--- src/rtl/stem_cfg_pkg.sv ---
package stem_cfg_pkg;
  typedef enum logic [1:0] {
    PS_HDR  = 2'd0,
    PS_FWD  = 2'd1,
    PS_CFG  = 2'd2,
    PS_DONE = 2'd3
  } pstate_t;
endpackage

--- src/rtl/stem_field_shift.sv ---
module stem_field_shift #(
  parameter int W     = 15,
  parameter int CNT_W = 4
) (
  input  logic             clk,
  input  logic             rst,
  input  logic             shift_en,
  input  logic             clear,
  input  logic             bit_in,
  output logic [W-1:0]     word_next,
  output logic [CNT_W-1:0] cnt
);
  logic [W-1:0]     sh_q;
  logic [CNT_W-1:0] cnt_q;

  // MSB-first accumulation: the current bit lands in the LSB
  assign word_next = {sh_q[W-2:0], bit_in};
  assign cnt       = cnt_q;

  always_ff @(posedge clk) begin
    if (rst) begin
      sh_q  <= '0;
      cnt_q <= '0;
    end else begin
      if (shift_en) sh_q <= word_next;
      if (clear)
        cnt_q <= '0;
      else if (shift_en)
        cnt_q <= cnt_q + 1'b1;
    end
  end

  // field position never runs past the longest field
  p_cnt_bound_r5: assert property (@(posedge clk) disable iff (rst)
    cnt_q < CNT_W'(W));
endmodule

--- src/rtl/stem_fwd_gate.sv ---
module stem_fwd_gate (
  input  logic active,
  input  logic in_valid,
  input  logic in_bit,
  input  logic fwd_ready,
  input  logic nbr_done,
  output logic fwd_valid,
  output logic fwd_bit,
  output logic pass_ready
);
  logic open_path;
  assign open_path  = active && !nbr_done;
  assign fwd_valid  = open_path && in_valid;
  assign fwd_bit    = active ? in_bit : 1'b0;
  assign pass_ready = open_path && fwd_ready;
endmodule

--- src/rtl/stem_cfg_reg.sv ---
module stem_cfg_reg #(
  parameter int TYPE_W = 3,
  parameter int DIR_W  = 3,
  parameter int NFACE  = 6,
  localparam int REC_W = TYPE_W + 2*DIR_W + NFACE
) (
  input  logic              clk,
  input  logic              rst,
  input  logic              commit,
  input  logic [REC_W-1:0]  rec,
  output logic              cfg_valid,
  output logic [TYPE_W-1:0] cfg_type,
  output logic [DIR_W-1:0]  cfg_in_a,
  output logic [DIR_W-1:0]  cfg_in_b,
  output logic [NFACE-1:0]  cfg_out_mask
);
  localparam int MASK_LO = 0;
  localparam int INB_LO  = NFACE;
  localparam int INA_LO  = NFACE + DIR_W;
  localparam int TYPE_LO = NFACE + 2*DIR_W;

  always_ff @(posedge clk) begin
    if (rst) begin
      cfg_valid <= 1'b0;
      cfg_type  <= '0;
      cfg_in_a  <= '0;
      cfg_in_b  <= '0;
    end else if (commit) begin
      cfg_valid <= 1'b1;
      cfg_type  <= rec[TYPE_LO +: TYPE_W];
      cfg_in_a  <= rec[INA_LO +: DIR_W];
      cfg_in_b  <= rec[INB_LO +: DIR_W];
    end
  end

  for (genvar g = 0; g < NFACE; g++) begin : g_face
    always_ff @(posedge clk) begin
      if (rst)         cfg_out_mask[g] <= 1'b0;
      else if (commit) cfg_out_mask[g] <= rec[MASK_LO + g];
    end
  end

  // the configuration moves only on a full-record commit
  p_cfg_atomic_r5: assert property (@(posedge clk) disable iff (rst)
    !commit |=> $stable({cfg_valid, cfg_type, cfg_in_a, cfg_in_b, cfg_out_mask}));
endmodule

--- src/rtl/stem_cfg_parser.sv ---
module stem_cfg_parser
  import stem_cfg_pkg::*;
#(
  parameter int DIR_W  = 3,
  parameter int TYPE_W = 3,
  parameter int NFACE  = 6
) (
  input  logic              clk,
  input  logic              rst,
  input  logic              in_valid,
  input  logic              in_bit,
  output logic              in_ready,
  output logic [DIR_W-1:0]  fwd_dir,
  output logic              fwd_valid,
  output logic              fwd_bit,
  input  logic              fwd_ready,
  input  logic              nbr_done,
  output logic              up_done,
  output logic              cfg_valid,
  output logic [TYPE_W-1:0] cfg_type,
  output logic [DIR_W-1:0]  cfg_in_a,
  output logic [DIR_W-1:0]  cfg_in_b,
  output logic [NFACE-1:0]  cfg_out_mask
);
  localparam int REC_W = TYPE_W + 2*DIR_W + NFACE;
  localparam int CNT_W = $clog2(REC_W + 1);
  localparam logic [DIR_W-1:0] LAST_FACE = DIR_W'(NFACE);
  localparam logic [CNT_W-1:0] HDR_END   = CNT_W'(DIR_W - 1);
  localparam logic [CNT_W-1:0] REC_END   = CNT_W'(REC_W - 1);

  pstate_t            st_q;
  logic [DIR_W-1:0]   dir_q;
  logic               done_q;
  logic [REC_W-1:0]   word_next;
  logic [CNT_W-1:0]   cnt;
  logic [DIR_W-1:0]   hdr_code;
  logic               parsing, take, shift_en, hdr_last, cfg_last;
  logic               pass_ready, fwd_active;

  assign fwd_active = (st_q == PS_FWD);
  assign parsing    = (st_q == PS_HDR) || (st_q == PS_CFG);
  assign in_ready   = parsing || pass_ready;
  assign take       = in_valid && in_ready;
  assign shift_en   = take && parsing;
  assign hdr_last   = take && (st_q == PS_HDR) && (cnt == HDR_END);
  assign cfg_last   = take && (st_q == PS_CFG) && (cnt == REC_END);
  assign hdr_code   = word_next[DIR_W-1:0];

  stem_field_shift #(.W(REC_W), .CNT_W(CNT_W)) u_shift (
    .clk       (clk),
    .rst       (rst),
    .shift_en  (shift_en),
    .clear     (hdr_last || cfg_last),
    .bit_in    (in_bit),
    .word_next (word_next),
    .cnt       (cnt)
  );

  stem_fwd_gate u_gate (
    .active     (fwd_active),
    .in_valid   (in_valid),
    .in_bit     (in_bit),
    .fwd_ready  (fwd_ready),
    .nbr_done   (nbr_done),
    .fwd_valid  (fwd_valid),
    .fwd_bit    (fwd_bit),
    .pass_ready (pass_ready)
  );

  stem_cfg_reg #(.TYPE_W(TYPE_W), .DIR_W(DIR_W), .NFACE(NFACE)) u_cfg (
    .clk          (clk),
    .rst          (rst),
    .commit       (cfg_last),
    .rec          (word_next),
    .cfg_valid    (cfg_valid),
    .cfg_type     (cfg_type),
    .cfg_in_a     (cfg_in_a),
    .cfg_in_b     (cfg_in_b),
    .cfg_out_mask (cfg_out_mask)
  );

  always_ff @(posedge clk) begin
    if (rst) begin
      st_q   <= PS_HDR;
      dir_q  <= '0;
      done_q <= 1'b0;
    end else begin
      unique case (st_q)
        PS_HDR: if (hdr_last) begin
          if (hdr_code == '0) begin
            st_q   <= PS_DONE;
            done_q <= 1'b1;
          end else if (hdr_code <= LAST_FACE) begin
            st_q  <= PS_FWD;
            dir_q <= hdr_code;
          end else begin
            st_q <= PS_CFG;
          end
        end
        PS_FWD: if (nbr_done) begin
          st_q  <= PS_HDR;
          dir_q <= '0;
        end
        PS_CFG:  if (cfg_last) st_q <= PS_HDR;
        PS_DONE: st_q <= PS_DONE;
        default: st_q <= PS_HDR;
      endcase
    end
  end

  assign fwd_dir = dir_q;
  assign up_done = done_q;

  // done is sticky and closes the input
  p_done_sticky_r6: assert property (@(posedge clk) disable iff (rst)
    up_done |=> up_done);
  p_done_closed_r6: assert property (@(posedge clk) disable iff (rst)
    up_done |-> !in_ready);
  // a forwarded bit always has a selected face
  p_fwd_has_dir_r2: assert property (@(posedge clk) disable iff (rst)
    fwd_valid |-> (fwd_dir != '0) && (fwd_dir <= LAST_FACE));
  // a bit the neighbour takes is also taken from upstream
  p_no_drop_r3: assert property (@(posedge clk) disable iff (rst)
    fwd_valid && fwd_ready |-> in_ready);
  // the done cycle moves nothing and releases the face
  p_done_gap_r4: assert property (@(posedge clk) disable iff (rst)
    nbr_done && (fwd_dir != '0) |-> !in_ready && !fwd_valid);
  p_done_release_r4: assert property (@(posedge clk) disable iff (rst)
    nbr_done && (fwd_dir != '0) |=> (fwd_dir == '0));
  // no input, no progress
  p_hold_r7: assert property (@(posedge clk) disable iff (rst)
    !in_valid && !nbr_done |=> $stable(st_q) && $stable(cnt));
endmodule

--- config.mk ---
export PLATFORM = sky130hd
export DESIGN_NAME = stem_cfg_parser
export DESIGN_NICKNAME = d
export VERILOG_FILES = /design/src/rtl/stem_cfg_pkg.sv /design/src/rtl/stem_field_shift.sv /design/src/rtl/stem_fwd_gate.sv /design/src/rtl/stem_cfg_reg.sv /design/src/rtl/stem_cfg_parser.sv
export SDC_FILE = /design/constraint.sdc
export NUM_CORES = 1
export LEC_CHECK = 0
export ABC_AREA = 1
export CORE_ASPECT_RATIO = 1.1
export CORE_MARGIN = 2
export CORE_UTILIZATION = 51
export CTS_CLUSTER_DIAMETER = 30
export DETAILED_ROUTE_END_ITERATION = 10
export GPL_TIMING_DRIVEN = 0
export PLACE_DENSITY = 0.78
export REMOVE_ABC_BUFFERS = 1
export SLEW_MARGIN = 40
export SYNTH_ARGS = -nofsm -noshare
export SYNTH_HDL_FRONTEND = slang
export SYNTH_SLANG_ARGS = --single-unit
export TNS_END_PERCENT = 30
--- constraint.sdc ---
create_clock -name clk -period 1.7 [get_ports clk]
set_input_delay 0.17 -clock clk [delete_from_list [all_inputs] [get_ports clk]]
set_output_delay 0.17 -clock clk [all_outputs]
set_load 0.02 [all_outputs]
Yosys cells after proc, flatten, opt, wreduce, memory -nomap -nowiden:

Cells that the tools add are included.

* output and inout bits: 23
* register bits after elaboration: 40
* word-level logic and storage cells: 59

* equal/unequal tests: 10
* $lt $le $gt $ge: 1
* reduce and logical (&&, ||, !) cells: 20
* add/subtract/negate cells: 1
* mux-type cells: 12

Operators by type and width (count)
* 2-to-1 mux 3 bit: 4
* 2-to-1 mux 2 bit: 5
* logical AND 1 bit: 9
* inequality test 2 bit (second input constant): 4
* one-hot mux 2 bit (4 select lines): 1
* one-hot mux 3 bit (2 select lines): 1
* AND reduction 3 bit: 2
* AND reduction 5 bit: 1
* adder 4 x 1 -> 4 bit (second input constant): 1
* == test 2 bit (second input constant): 2
* == test 4 x 2 -> 1 bit (second input constant): 1
* == test 4 bit (second input constant): 1
* <= comparator 3 bit (second input constant): 1
* logical NOT 3 bit: 1
* logical OR 1 bit: 3
* == test 2 x 1 -> 1 bit (second input constant): 1
* logical NOT 2 bit: 1
* inequality test 2 x 1 -> 1 bit (second input constant): 1
* nonzero test 2 bit: 1
* OR reduction 2 bit: 1
* logical NOT 1 bit: 1
* 2-to-1 mux 1 bit: 1

Depth between registers and ports, before layout:

Gate-level depths: netlist of run 1.

* depth in word-level cells: 9
* depth in mapped cells: 10
* gate-level depth less buffers: 10

Cells and area by module:

Synthesis of run 1 repeated with hierarchy kept, for this count alone.

* cell total of the unflattened synthesis: 250
* area total of the unflattened synthesis: 1735.4 µm²

Modules (own cells, without submodules)
* stem_field_shift: area an instance 674.4 µm², sequential area each 360.3 µm², instances 1, cells an instance 85
* stem_cfg_reg: area an instance 656.9 µm², sequential area each 320.3 µm², instances 1, cells an instance 98
* stem_cfg_parser: area an instance 374.1 µm², sequential area each 120.1 µm², instances 1, cells an instance 59
* stem_fwd_gate: area an instance 30.0 µm², sequential area each 0.0 µm², instances 1, cells an instance 8

Worst setup path before layout of run 1:

OpenSTA, ideal clock, no wires.

* kind: register to output
* from: reg st_q[0]
* to: out in_ready
* arrival time: 1.200 ns
* setup slack: 0.330 ns
* path buffers: 0
* stages on the path, launching flop included: 3
* cell sequence: dfxtp_1 -> nand3_1 -> o21ai_0

* cells in the longest elaborated chain, start to end: 4

Ends and longest elaborated chain
* start: declaration: line stem_cfg_parser.sv:31 `pstate_t st_q;`
* start signal: assignment: line stem_cfg_parser.sv:84 `st_q <= PS_HDR;`
* start signal: assignment: line stem_cfg_parser.sv:91 `st_q <= PS_DONE;`
* start signal: assignment: line stem_cfg_parser.sv:94 `st_q <= PS_FWD;`
* == test 2 x 1 -> 1 bit: line stem_cfg_parser.sv:40 `assign fwd_active = (st_q == PS_FWD);`
* logical AND 1 bit: line stem_fwd_gate.sv:12 `assign open_path = active && !nbr_done;`
* logical AND 1 bit: line stem_fwd_gate.sv:15 `assign pass_ready = open_path && fwd_ready;`
* logical OR 1 bit (*): line stem_cfg_parser.sv:42 `assign in_ready = parsing || pass_ready;`
* end: declaration: line stem_cfg_parser.sv:12 `output logic in_ready,`

Mark *: on every way between the ends. The rest lies on a longest branch, timed or not.

Worst setup path after layout of run 1:

* from: reg st_q[1]
* to: out fwd_valid

* cells in the longest elaborated chain, start to end: 3

Ends and longest elaborated chain
* == test 2 x 1 -> 1 bit: line stem_cfg_parser.sv:40
* logical AND 1 bit: line stem_fwd_gate.sv:12
* logical AND 1 bit: line stem_fwd_gate.sv:13 `assign fwd_valid = open_path && in_valid;`
* end: declaration: line stem_cfg_parser.sv:14 `output logic fwd_valid,`

Every way passes these cells.

==> flow_metrics.tcl, run 1 <==
set metrics [dict create \
    leakage_nw 0.836 \
    wire_per_inst_um 11.2 \
    multi_input_area_um2 737 \
    status "finished, final reports clean" \
    synth-simple-area-share_pct 30.6 \
    maxCapViolCount 0 \
    drt-initial-drc-count 28 \
    synth-edff-count 0 \
    slowest_delay_ns 0.36 \
    grt_pass1_vias 1315 \
    period_minus_slack_ns 1.60 \
    worst_skew_pair.late_latency_ns 0.36 \
    power_mw 2.69 \
    drive_gt1_share_pct 8.06 \
    grt_pass1_wl_mm 5.48 \
    nFillCells 281 \
    cts.sink_count 40 \
    gp_congestion 0.847 \
    drt-total-wl_mm 3.15 \
    r2r_cells 8 \
    ys.flop_type "dfxtp_1" \
    r2r_slack_ns 0.23 \
    hp-start "rst" \
    synth_area_per_cell_um2 7.47 \
    synthMuxAreaShare_pct 0 \
    use_met3_pct 3.90 \
    crit_chain "inv_2 > nand3_1 > nor2_1 > dlygate4sd2_1" \
    synth_top_family_by_area "simple AND/OR/NAND/NOR gates" \
    port_buffers 28 \
    power.density_mw_per_mm2 1350 \
    hold_viol_final 0 \
    grt_use_met1_pct 23.5 \
    cts_tree "done" \
    num_rows 21 \
    grt-ovfl-total 0 \
    synth_most_common_cell "nor2_1" \
    crit_required_ns 1.53 \
    register_area_um2 805 \
    busiest_layer "met2" \
    synth_warnings 0 \
    dp_hpwl_mm 2.14 \
    cts.path.max_buffers 2 \
    holdPathStages 2 \
    synthArstFlopShare_pct 0 \
    antenna_found_initial 0 \
    ir_drop_mv 1.16 \
    synth-compound-area-share_pct 11.9 \
    yosysTopAreaCell "dfxtp_1" \
    synthAdderAreaFrac_pct 1.53 \
    antenna-diode-count 0 \
    synth_cell_types 22 \
    drtPass1Iterations 4 \
    holdPathEnd "up_done$_SDFFE_PP0P_" \
    die_h_um 63.4 \
    antenna_left 0 \
    period_share_pct 94.0 \
    yosysSeqAreaShare_pct 49.0 \
    reg2reg_from "u_shift.cnt[0]$_SDFFE_PP0P_" \
    initial_utilization_pct 53.7 \
    critPathMaxFanout 6 \
    max_clock_freq_ghz 0.626 \
    worstReg2RegEnd "u_cfg.cfg_in_b[1]$_SDFFE_PP0P_" \
    synth_top_area_share_pct 49.0 \
    cts-root-buf "clkbuf_4" \
    cp-end-kind "output port" \
    slew-limit-headroom_pct 69.0 \
    ctsHtreeMaxLevel 2 \
    whs_ns 0.458 \
    grt_start_max_net_pins 36 \
    path_class "reg -> out" \
    post_cts_buffers 0 \
    synth_common_cells "nor2_1 (78), dfxtp_1 (40), o21ai_0 (33)" \
    coreArea_mm2 0.00305 \
    cp.arrival_ns 1.43 \
    grt_use_met2_pct 30.5 \
    crit_path_start_kind "flip-flop" \
    post-route-util_pct 65.7 \
    worst_slack_ns 0.102 \
    slowest_stage "dfxtp_1" \
    setup_viol 0 \
    worst-slew-pin-transition_ns 0.464 \
    area_growth_pct 22.4 \
    syn_inst 219 \
    skew_ns 0.0133 \
    drv_slew 0 \
    hold_path_class "in -> reg" \
    rsz0062_at_grt "false" \
    track_usage_pct 19.2 \
    num_io_pins 29 \
    synth_area_leaders "dfxtp_1 (49%), nor2_1 (18%), o21ai_0 (10%)" \
    clk_pin_slew_ns 0.11 \
    place_ws_ns -0.0908 \
    vias_per_cell 5.15 \
    synth.ff_latch_count 40 \
    fin_nets 255 \
    vias 1453 \
    dieArea_mm2 0.00368 \
    cts_buffers 5 \
    synth_area_mm2 0.00164 \
    drc_errors 0 \
    synth_xor_area_share_pct 1.07 \
    die-width_um 58.0 \
]
-- report_power, final --
part	total (mW)	internal [mW]	switching, mW
Combinational	0.822	0.290	0.532
Clock	0.670	0.352	0.317
Sequential	1.20	1.07	0.127
-- worst max-delay path by stage --
stage | from | end | slack (ns) | cells after the start
after floorplan | st_q[0]$_SDFFE_PP0P_ | in_ready | 0.33 | 2
after global placement | nbr_done | in_ready | -0.07 | 5
after detailed placement | nbr_done | in_ready | -0.09 | 5
after CTS | st_q[1]$_SDFFE_PP0P_ | in_ready | 0.02 | 4
after global routing | st_q[1]$_SDFFE_PP0P_ | fwd_bit | 0.004 | 4
final | st_q[1]$_SDFFE_PP0P_ | fwd_valid | 0.10 | 4
-- area by class of cell --
| type | count | share of cell area (%) |
|---|---|---|
| clock buffer | 6 | 2.56 |
| clock inverter | 2 | 1.94 |
| timing repair buffer | 28 | 13.6 |
| sequential | 40 | 40.2 |
| tap | 34 | 2.13 |
| inverter | 13 | 2.75 |
| multi-input combinational | 159 | 36.8 |
-- kinds of logic (layout without fill, tap and decap cells) --
family	Yosys count	after routing
buf+inv	20	49
flops	40	40
xor+xnor	2	2
fa+ha+maj	2	2
simple gates	117	117
compound gates	38	38
-- flip-flops by register name (all words and copies together) (netlist names) --
| signal | count |
|---|---|
| fwd_dir | 3 |
| st_q | 2 |
| u_cfg.cfg_in_a | 3 |
| u_cfg.cfg_in_b | 3 |
| u_cfg.cfg_out_mask | 6 |
| u_cfg.cfg_type | 3 |
| u_cfg.cfg_valid | 1 |
| u_shift.cnt | 4 |
| u_shift.sh_q | 14 |
| up_done | 1 |
-- critical path, delay by kind of cell (launching register included) --
kind                   cells  cell delay [ns]
DFF                        1             0.36
buffers and inverters      2             0.46
and+or+nand+nor            2             0.26
-- stage by stage --
| step | instances | setup TNS (ns) | instance area, um2 |
|---|---|---|---|
| floorplan | 212 | 0 | 1590 |
| global placement | 274 | -0.246 | 1910 |
| detailed placement | 274 | -0.392 | 1910 |
| CTS | 282 | 0 | 2000 |
| global route | 282 | 0 | 2000 |
| finish | 282 | 0 | 2000 |
-- routing by layer --
metal | part of all wire [%] | up-vias
li1 | - | 759
met1 | 47 | 656
met2 | 47 | 29
met3 | 3.9 | 9
met4 | 2.7 | 0
met5 | 0 | -
-- cells in the final DEF, fill, tap and decap left out --
master,instances
nand2_1,21
nand2_2,1
inv_4,1
nand4_4,1
clkbuf_4,5
dfxtp_4,1
clkbuf_2,1
o21ai_2,1
o21ai_0,33
inv_2,2
dfxtp_1,39
clkinv_4,1
clkdlybuf4s50_1,25
clkbuf_8,1
nand4_1,1
nor2_1,78
a21oi_1,4
xor2_1,2
nor2_4,3
or2_1,1
bufinv_16,1
inv_1,9
nand3_1,11
clkinvlp_4,1
ha_1,2
dlygate4sd2_1,2
-- repair_timing --
item,in CTS,in global routing
hold buffers,0,0
pin swaps,0,0
resized for setup,5,4
endpoints found under the setup margin,3,5
Note: power is estimated with default switching activity, not from simulation.
==> inputs of run 2 (changes only) <==
- clock period: 1.7 -> 1.73 ns (I/O delays scaled with it)
==> results of run 2 <==
The final DEF is identical to that of run 1. Status: finished, final reports clean.
Among the figures that moved: setup slack after placement -0.0908 ns -> -0.0668 ns; setup slack after layout 0.102 ns -> 0.129 ns; hold slack 0.458 ns -> 0.461 ns; register-to-register setup slack 0.23 ns -> 0.26 ns; total power 2.69 mW -> 2.65 mW; worst IR drop on VDD 1.16 mV -> 1.14 mV
==> inputs of run 3 (changes only) <==
- HOLD_SLACK_MARGIN: default -> 0.12
==> results of run 3 <==
The final DEF is identical to that of run 1. Status: finished, final reports clean.
Among the figures that moved: setup slack after placement -0.0908 ns -> -0.0668 ns; setup slack after layout 0.102 ns -> 0.129 ns; hold slack 0.458 ns -> 0.461 ns; register-to-register setup slack 0.23 ns -> 0.26 ns; total power 2.69 mW -> 2.65 mW; worst IR drop on VDD 1.16 mV -> 1.14 mV
